===== config.mk =====
export PLATFORM = sky130hd
export DESIGN_NAME = dma_autoload_addr
export DESIGN_NICKNAME = d
export VERILOG_FILES = /design/src/rtl/dma_al_pkg.sv /design/src/rtl/dma_al_ctrl.sv /design/src/rtl/dma_al_shadow.sv /design/src/rtl/dma_al_cur.sv /design/src/rtl/dma_autoload_addr.sv
export SDC_FILE = /design/constraint.sdc
export NUM_CORES = 1
export LEC_CHECK = 0
export BUFFER_PORTS_ARGS = -buffer_cell sky130_fd_sc_hd__buf_2
export CAP_MARGIN = 25
export CORE_MARGIN = 3
export CORE_UTILIZATION = 45
export CTS_CLUSTER_SIZE = 20
export DETAILED_ROUTE_END_ITERATION = 6
export PLACE_DENSITY = 0.72
export SYNTH_ARGS = -nofsm -noshare
export SYNTH_HDL_FRONTEND = slang
export SYNTH_SLANG_ARGS = --single-unit

===== constraint.sdc =====
create_clock -name clk -period 10.6 [get_ports clk]
set_clock_uncertainty 0.1 [all_clocks]
set_input_delay 0.53 -clock clk [delete_from_list [all_inputs] [get_ports clk]]
set_output_delay 0.53 -clock clk [all_outputs]
set_load 0.05 [all_outputs]

===== src/rtl/dma_al_pkg.sv =====
package dma_al_pkg;

  // Decisions made each cycle by the control logic.
  typedef struct packed {
    logic active;       // DMA-active status
    logic accept;       // a byte transfer is counted this cycle
    logic expire;       // counted transfer takes count to zero
    logic reload;       // copy shadow pair into current pair
    logic aload_clr;    // current address runs out with no reload
    logic cur_wr_addr;  // direct write to current address
    logic cur_wr_cnt;   // direct write to current count
    logic nxt_wr_addr;  // write steered to next address
    logic nxt_wr_cnt;   // write steered to next count
  } al_ctl_t;

endpackage


===== src/rtl/dma_al_ctrl.sv =====
module dma_al_ctrl
  import dma_al_pkg::*;
#(
  parameter int CNT_W = 24
) (
  input  logic             autoload_i,
  input  logic             dma_en_i,
  input  logic             err_i,
  input  logic             xfer_i,
  input  logic             wr_addr_i,
  input  logic             wr_cnt_i,
  input  logic             aload_i,
  input  logic             naload_i,
  input  logic [CNT_W-1:0] cnt_i,
  output al_ctl_t          ctl_o
);

  logic last_byte;
  logic stall_restart;

  assign last_byte     = (cnt_i == CNT_W'(1));
  assign stall_restart = autoload_i & naload_i & ~aload_i;

  always_comb begin
    ctl_o             = '0;
    ctl_o.active      = (aload_i | naload_i) & dma_en_i & ~err_i;
    ctl_o.accept      = xfer_i & ctl_o.active & aload_i;
    ctl_o.expire      = ctl_o.accept & last_byte;
    ctl_o.reload      = (ctl_o.expire & autoload_i & naload_i) | stall_restart;
    ctl_o.aload_clr   = ctl_o.expire & ~(autoload_i & naload_i);
    ctl_o.cur_wr_addr = wr_addr_i & ~autoload_i;
    ctl_o.cur_wr_cnt  = wr_cnt_i  & ~autoload_i;
    ctl_o.nxt_wr_addr = wr_addr_i &  autoload_i;
    ctl_o.nxt_wr_cnt  = wr_cnt_i  &  autoload_i;
  end

endmodule


===== src/rtl/dma_al_shadow.sv =====
module dma_al_shadow
  import dma_al_pkg::*;
#(
  parameter int ADDR_W = 32,
  parameter int CNT_W  = 24
) (
  input  logic              clk,
  input  logic              rst_n,
  input  logic              autoload_i,
  input  al_ctl_t           ctl_i,
  input  logic [ADDR_W-1:0] wr_data_i,
  output logic [ADDR_W-1:0] nxt_addr_o,
  output logic [CNT_W-1:0]  nxt_cnt_o,
  output logic              naload_o
);

  logic [ADDR_W-1:0] addr_q;
  logic [CNT_W-1:0]  cnt_q;
  logic              naload_q, naload_d;
  logic              naload_en;

  // Next-loaded flag: set by a steered write, dropped when consumed
  // by a reload or when autoload is switched off.
  always_comb begin
    naload_d = naload_q;
    if (!autoload_i)             naload_d = 1'b0;
    else if (ctl_i.nxt_wr_addr)  naload_d = 1'b1;
    else if (ctl_i.reload)       naload_d = 1'b0;
  end
  assign naload_en = (naload_d != naload_q);

  always_ff @(posedge clk or negedge rst_n) begin
    if (!rst_n) begin
      addr_q   <= '0;
      cnt_q    <= '0;
      naload_q <= 1'b0;
    end else begin
      if (ctl_i.nxt_wr_addr) addr_q   <= wr_data_i;
      if (ctl_i.nxt_wr_cnt)  cnt_q    <= wr_data_i[CNT_W-1:0];
      if (naload_en)         naload_q <= naload_d;
    end
  end

  assign nxt_addr_o = addr_q;
  assign nxt_cnt_o  = cnt_q;
  assign naload_o   = naload_q;

endmodule


===== src/rtl/dma_al_cur.sv =====
module dma_al_cur
  import dma_al_pkg::*;
#(
  parameter int ADDR_W = 32,
  parameter int CNT_W  = 24
) (
  input  logic              clk,
  input  logic              rst_n,
  input  al_ctl_t           ctl_i,
  input  logic [ADDR_W-1:0] wr_data_i,
  input  logic [ADDR_W-1:0] nxt_addr_i,
  input  logic [CNT_W-1:0]  nxt_cnt_i,
  output logic [ADDR_W-1:0] addr_o,
  output logic [CNT_W-1:0]  cnt_o,
  output logic              aload_o,
  output logic              tc_o
);

  logic [ADDR_W-1:0] addr_q, addr_d;
  logic [CNT_W-1:0]  cnt_q, cnt_d;
  logic              aload_q, aload_d;
  logic              tc_q;
  logic              upd_en;

  always_comb begin
    addr_d  = addr_q;
    cnt_d   = cnt_q;
    aload_d = aload_q;
    if (ctl_i.reload) begin
      addr_d  = nxt_addr_i;
      cnt_d   = nxt_cnt_i;
      aload_d = 1'b1;
    end else begin
      if (ctl_i.accept) begin
        addr_d = addr_q + ADDR_W'(1);
        cnt_d  = cnt_q - CNT_W'(1);
        if (ctl_i.aload_clr) aload_d = 1'b0;
      end
      if (ctl_i.cur_wr_addr) begin
        addr_d  = wr_data_i;
        aload_d = 1'b1;
      end
      if (ctl_i.cur_wr_cnt) cnt_d = wr_data_i[CNT_W-1:0];
    end
  end

  assign upd_en = ctl_i.reload | ctl_i.accept | ctl_i.cur_wr_addr | ctl_i.cur_wr_cnt;

  always_ff @(posedge clk or negedge rst_n) begin
    if (!rst_n) begin
      addr_q  <= '0;
      cnt_q   <= '0;
      aload_q <= 1'b0;
      tc_q    <= 1'b0;
    end else begin
      tc_q <= ctl_i.expire;
      if (upd_en) begin
        addr_q  <= addr_d;
        cnt_q   <= cnt_d;
        aload_q <= aload_d;
      end
    end
  end

  assign addr_o  = addr_q;
  assign cnt_o   = cnt_q;
  assign aload_o = aload_q;
  assign tc_o    = tc_q;

endmodule


===== src/rtl/dma_autoload_addr.sv =====
module dma_autoload_addr
  import dma_al_pkg::*;
#(
  parameter int ADDR_W = 32,
  parameter int CNT_W  = 24
) (
  input  logic              clk,
  input  logic              rst_n_i,
  input  logic              wr_addr_i,
  input  logic              wr_cnt_i,
  input  logic [ADDR_W-1:0] wr_data_i,
  input  logic              autoload_i,
  input  logic              dma_en_i,
  input  logic              err_pend_i,
  input  logic              xfer_i,
  input  logic              dev_req_i,
  output logic [ADDR_W-1:0] cur_addr_o,
  output logic [CNT_W-1:0]  cur_cnt_o,
  output logic              tc_o,
  output logic              dma_active_o,
  output logic              dev_grant_o,
  output logic              addr_loaded_o,
  output logic              next_loaded_o
);

  localparam int SYNC_STAGES = 2;

  logic [SYNC_STAGES-1:0] rst_sync_q;
  logic                   rst_n;
  al_ctl_t                ctl;
  logic [ADDR_W-1:0]      nxt_addr;
  logic [CNT_W-1:0]       nxt_cnt;
  logic                   aload;
  logic                   naload;

  // Reset asserts at once and releases on a clock edge.
  always_ff @(posedge clk or negedge rst_n_i) begin
    if (!rst_n_i) rst_sync_q <= '0;
    else          rst_sync_q <= {rst_sync_q[SYNC_STAGES-2:0], 1'b1};
  end
  assign rst_n = rst_sync_q[SYNC_STAGES-1];

  dma_al_ctrl #(.CNT_W(CNT_W)) u_ctrl (
    .autoload_i (autoload_i),
    .dma_en_i   (dma_en_i),
    .err_i      (err_pend_i),
    .xfer_i     (xfer_i),
    .wr_addr_i  (wr_addr_i),
    .wr_cnt_i   (wr_cnt_i),
    .aload_i    (aload),
    .naload_i   (naload),
    .cnt_i      (cur_cnt_o),
    .ctl_o      (ctl)
  );

  dma_al_shadow #(.ADDR_W(ADDR_W), .CNT_W(CNT_W)) u_shadow (
    .clk        (clk),
    .rst_n      (rst_n),
    .autoload_i (autoload_i),
    .ctl_i      (ctl),
    .wr_data_i  (wr_data_i),
    .nxt_addr_o (nxt_addr),
    .nxt_cnt_o  (nxt_cnt),
    .naload_o   (naload)
  );

  dma_al_cur #(.ADDR_W(ADDR_W), .CNT_W(CNT_W)) u_cur (
    .clk        (clk),
    .rst_n      (rst_n),
    .ctl_i      (ctl),
    .wr_data_i  (wr_data_i),
    .nxt_addr_i (nxt_addr),
    .nxt_cnt_i  (nxt_cnt),
    .addr_o     (cur_addr_o),
    .cnt_o      (cur_cnt_o),
    .aload_o    (aload),
    .tc_o       (tc_o)
  );

  assign dma_active_o  = ctl.active;
  assign dev_grant_o   = dev_req_i & ctl.active;
  assign addr_loaded_o = aload;
  assign next_loaded_o = naload;

endmodule


# Word-level counts from Yosys, hierarchy flattened
# Cells that the tools add are included.
[totals] out_inout_bits=61 in_bits=41 word_cells=55 reg_bits=117
[op_classes] addsub=2 n_reduce_logical=6 n_eq_ne=2 muxes=13 n_bitwise=24
[op_table] cell="32-bit 2-to-1 mux" count=3
[op_table] cell="24-bit 2-to-1 mux" count=3
[op_table] cell="32-bit by 1-bit adder with 32-bit output, second input constant" count=1
[op_table] cell="24-bit by 1-bit == test with 1-bit output, second input constant" count=1
[op_table] cell="24-bit by 1-bit subtractor with 24-bit output, second input constant" count=1
[op_table] cell="1-bit AND" count=15
[op_table] cell="3-bit nonzero test" count=3
[op_table] cell="1-bit 2-to-1 mux" count=7
[op_table] cell="1-bit bitwise OR" count=5
[op_table] cell="1-bit inverter" count=4
[op_table] cell="2-bit AND reduction" count=2
[op_table] cell="3-bit AND reduction" count=1
[op_table] cell="1-bit != test" count=1

# Depth between registers and ports, before layout
[depth] ltp_word=13 ltp_mapped=9 ltp_nobuf=7

# Hierarchy
# A second synthesis with hierarchy kept.
[unflattened] hier_cells=662 area_unflattened_um2=6784.0
[by_module_without_submodules] module="dma_al_cur" cells_per_inst=515 area_per_inst_um2=4184.0 seq_area_each_um2=1451.4 instances=1
[by_module_without_submodules] module="dma_al_shadow" cells_per_inst=122 area_per_inst_um2=2377.3 seq_area_each_um2=1426.4 instances=1
[by_module_without_submodules] module="dma_al_ctrl" cells_per_inst=21 area_per_inst_um2=162.7 seq_area_each_um2=0.0 instances=1
[by_module_without_submodules] module="dma_autoload_addr" cells_per_inst=4 area_per_inst_um2=60.1 seq_area_each_um2=50.0 instances=1

# Worst setup path before layout
# Ideal clock, no wire load.
[synth_timing] kind="register to output" from="register u_cur.aload_q (netlist: u_cur.aload_o)" to="output dev_grant_o" path_stages_with_launch=4 t_required_ns=9.970 arrival_ns=2.568 n_path_buf=0 setup_slack_ns=7.402 cell_sequence="dfrtp_1 -> nor2_1 -> nor3b_1 -> and2_1"
[synth_via] elab_chain_cells=4
[synth_rtl] item="start: declaration" line="dma_al_cur.sv:21" source="logic aload_q, aload_d;"
[synth_rtl] item="start signal: assignment" line="dma_al_cur.sv:60" source="aload_q <= aload_d;"
[synth_rtl] item="1-bit bitwise OR" line="dma_al_ctrl.sv:26" source="ctl_o.active = (aload_i | naload_i) & dma_en_i & ~err_i;"
[synth_rtl] item="1-bit AND (2 in series)" line="dma_al_ctrl.sv:26"
[synth_rtl] item="via dma_active_o" line="dma_autoload_addr.sv:20" source="output logic dma_active_o,"
[synth_rtl] item="1-bit AND" line="dma_autoload_addr.sv:81" source="assign dev_grant_o = dev_req_i & ctl.active;"
[synth_rtl] item="end: declaration" line="dma_autoload_addr.sv:21" source="output logic dev_grant_o,"
# The timed path passes the listed nets, and every way through them passes these cells.

# Final worst setup path
[layout_timing] from="register u_cur.cnt_q[9] (netlist: u_cur.cnt_o[9])" to="register u_cur.cnt_q[9] (netlist: u_cur.cnt_o[9])"
[layout_via] elab_chain_cells=9 elab_cells_between_ends=14 cone_classes="add/sub (1); eq/ne (1); mux (3); bitwise (7); reduce/logical (2)"
[layout_rtl] item="start: declaration" line="dma_al_cur.sv:20" source="logic [CNT_W-1:0] cnt_q, cnt_d;"
[layout_rtl] item="start signal: assignment" line="dma_al_cur.sv:59" source="cnt_q <= cnt_d;"
[layout_rtl] item="24-bit by 1-bit == test with 1-bit output" line="dma_al_ctrl.sv:21" source="assign last_byte = (cnt_i == CNT_W'(1));"
[layout_rtl] item="1-bit AND" line="dma_al_ctrl.sv:28" source="ctl_o.expire = ctl_o.accept & last_byte;"
[layout_rtl] item="1-bit AND (2 in series)" line="dma_al_ctrl.sv:29" source="ctl_o.reload = (ctl_o.expire & autoload_i & naload_i) | stall_restart;"
[layout_rtl] item="1-bit bitwise OR" line="dma_al_ctrl.sv:29"
[layout_rtl] item="1-bit bitwise OR (3 in series)" line="dma_al_cur.sv:47" source="assign upd_en = ctl_i.reload | ctl_i.accept | ctl_i.cur_wr_addr | ctl_i.cur_wr_cnt;"
[layout_rtl] item="2-bit AND reduction (no line)"
# Parallel ways exist; a longest one is shown, timed or not. The select of a mux whose other input is x is not followed.
# A chain may end at the register's enable or synchronous reset.

==> flow_summary.ini <==
[status]
status = complete, no violations

[cells_and_area]
final_cell_mix = dfrtp_1 (116), buf_2 (101), mux2_2 (56), nand2_1 (44), nor2_1 (41)
fill_cells = 1249
layout_commonest_cell = dfrtp_1
final_core_util = 0.553
antenna_cells = 0
nNetsFinal = 786
postLayoutCellArea_um2 = 7770
area_growth_pct = 19.0
drive_gt1_frac = 0.282

[route]
wire_per_inst_um = 20.8
viasPerCell = 6.41
dr.pass1.iters = 5
drtAntennaViolNets = 0
drt_iter0_drc = 551
num_vias = 5991
finalWirelength_um = 19400
post-route-drc-count = 0

[setup_path]
required_ns = 10.80
crit_fanout = 68
cpMaxStageDelayCell = a31o_4
critical_path_class = flop to flop
crit_path_max_incr_delay_ns = 0.78
path_cells = nor3_1 > and4b_1 > a31o_4 > a2111oi_0 > a221o_1
worstPathArrival_ns = 3.31
start_kind = flop
cp-end-kind = flop

[synthesis]
synth_nets = 702
yosysUniqueCellTypes = 58
synth_area_um2 = 6530
synth_area_leaders = dfrtp_1 (45%), mux2_2 (9.7%), o211ai_1 (3.7%), a22oi_1 (3.4%), nand2_1 (2.5%)
ys.flop_type = dfrtp_1
synthArstFlopShare = 1.00
yosysTopAreaCell = dfrtp_1
yosysTopAreaCellShare = 0.448
ys_ff_latch = 117
ys_warn_count = 0
syn_avg_cell_area_um2 = 9.92
synth_cells = 658
synth_enable_flop_cells = 0
ys_seq_area_frac = 0.448

[floorplan]
start_util = 0.465
dieArea_um2 = 16000
die_width_um = 126
core_area_um2 = 14000
io_pins = 102
num_rows = 43
die_h_um = 126

[timing]
min_period_ns = 3.11
hold_violations = 0
finalCritPeriodShare = 0.294
finalSetupTns_ns = 0
setup-violations-final = 0
rsz0062_at_grt = false
worstMarginPinSlew_ns = 1.05
slew_violations = 0
max_slew_margin = 0.297
setup_ws_ns = 7.49
fmax_mhz = 321

[clock_tree]
cts_tree = yes
cts_sinks = 117
worstSkewPairLatency_ns = 0.41
clockBufferDepth = 2
clkSlewWorstSetupHoldPaths_ns = 0.06
cts_root_buf = clkbuf_16
cts_max_level = 4
post-cts-setup-buffer-count = 0
cts_inserted_buffers = 17

[power_and_ir_drop]
p_total_mw = 1.71
power.switching_mw = 0.661
switching_share = 0.386
p_comb_frac = 0.302
internal-power_mw = 1.05
ir_drop_mv = 0.118
power_density_nw_per_um2 = 220
clock_power_share = 0.327
power.leakage_nw = 3.25
p_seq_frac = 0.371

[global_route]
overflow = 0
grt_usage = 0.239
grt_pass1_vias = 5707
antenna_found_initial = 0
grt_max_degree = 73
grt_first_pass_wirelength_um = 30600

[place]
place.gp.congestion = 0.864
dpl_cell_area_um2 = 7180
io_buffer_count = 101
place_ws_ns = 7.59
dpl.hpwl_um = 12900

[min_path]
holdCritPathClass = flop to asynchronous set/reset pin

[job]
drv_cap = 0
[synthesized netlist by cell type (3+ instances only)]
library cell	count
a221o_1	6
and2_1	3
nand4_1	22
o211ai_1	32
o31a_1	7
a2111oi_0	6
buf_2	8
a22oi_1	30
and4_1	5
or4_1	4
dfrtp_1	117
nand2_1	44
a31o_2	4
o31ai_1	6
nand4b_1	5
xnor2_1	8
a21oi_1	22
nand2b_1	12
nor4_1	11
mux2_2	56
nor2_1	41
xor2_1	13
o21a_1	4
nor3_1	25
o22ai_1	4
buf_6	3
inv_1	7
buf_1	7
nand3_1	14
clkbuf_1	29
a21boi_0	3
mux2i_1	6
o21ai_0	33
and3_1	10
ha_1	3
a211o_1	5
buf_4	3
a31oi_1	12
nor2b_1	3
[stage by stage]
step,hold WS [ns],cells
detailed placement,0.175,901
CTS,0.177,934
global placement,0.171,899
finish,0.152,935
global route,0.199,935
floorplan,0.134,658
[kinds of logic after synthesis]
group / Yosys count / synth area share
simple gates: 212 / 0.174
fa+ha+maj: 3 / 0.00575
other cells: 1 / 0.000574
compound gates: 185 / 0.198
mux: 62 / 0.106
buf+inv: 57 / 0.0395
flops: 117 / 0.448
xor+xnor: 21 / 0.0282
[final timing paths]
| path | startpoint | depth (start not counted) | slack, ns | endpoint |
|---|---|---|---|---|
| min in group clk | rst_sync_q[0]$_DFF_PN0_ | 0 | 0.26 | rst_sync_q[1]$_DFF_PN0_ |
| max reg2reg | u_cur.cnt_o[9]$_DFFE_PN0P_ | 5 | 7.49 | u_cur.cnt_o[9]$_DFFE_PN0P_ |
| min reg2reg | rst_sync_q[1]$_DFF_PN0_ | 0 | 0.15 | u_cur.cnt_o[16]$_DFFE_PN0P_ |
| min | rst_sync_q[1]$_DFF_PN0_ | 0 | 0.15 | u_cur.cnt_o[16]$_DFFE_PN0P_ |
| max in group asynchronous | rst_sync_q[1]$_DFF_PN0_ | 2 | 9.25 | u_shadow.nxt_cnt_o[2]$_DFFE_PN0P_ |
| max | u_cur.cnt_o[9]$_DFFE_PN0P_ | 5 | 7.49 | u_cur.cnt_o[9]$_DFFE_PN0P_ |
[worst max-delay path: cells and delay by family, from the launching register on]
family | cells | cell delay [ns]
AO/OA/AOI/OAI | 3 | 1.30
flip-flops | 1 | 0.43
AND/OR/NAND/NOR | 2 | 1.13
[power groups by stage]
stage               registers [mW]  clock network (mW)  logic, mW
finish                       0.635               0.561      0.517
global route                 0.648               0.581      0.555
CTS                          0.631               0.564      0.518
detailed placement           0.639                   0      0.514
global placement             0.630                   0      0.501
floorplan                    0.789                   0      0.217
[state kept, by name, summed over array words and instances (netlist names)]
| name | cells |
|---|---|
| u_shadow.naload_o | 1 |
| rst_sync_q | 2 |
| u_cur.addr_o | 32 |
| u_cur.aload_o | 1 |
| u_shadow.nxt_cnt_o | 24 |
| u_cur.cnt_o | 24 |
| u_cur.tc_o | 1 |
| u_shadow.nxt_addr_o | 32 |
[per-layer routing]
layer,track usage,up-vias,part of all wire
li1,-,2679,-
met4,0.0744,0,0.017
met5,0,-,0
met1,0.315,3024,0.42
met3,0.0514,40,0.068
met2,0.396,248,0.50
[timing repair]
item                                   4_1_cts  5_1_grt
endpoints found under the hold margin        2        0
hold buffers                                 1        0
gates resized for setup                      0        0
[area by class of cell]
cell class	instances	area, um^2	share of cell area
multi-input cells	484	3360	0.432
flip-flops and latches	117	2930	0.377
repair buffers	115	661	0.0850
clock buffers	21	460	0.0593
well taps	180	225	0.0290
clock inverters	11	108	0.0138
inverters	7	26.3	0.00338
Note: power is estimated with default switching activity, not from simulation.
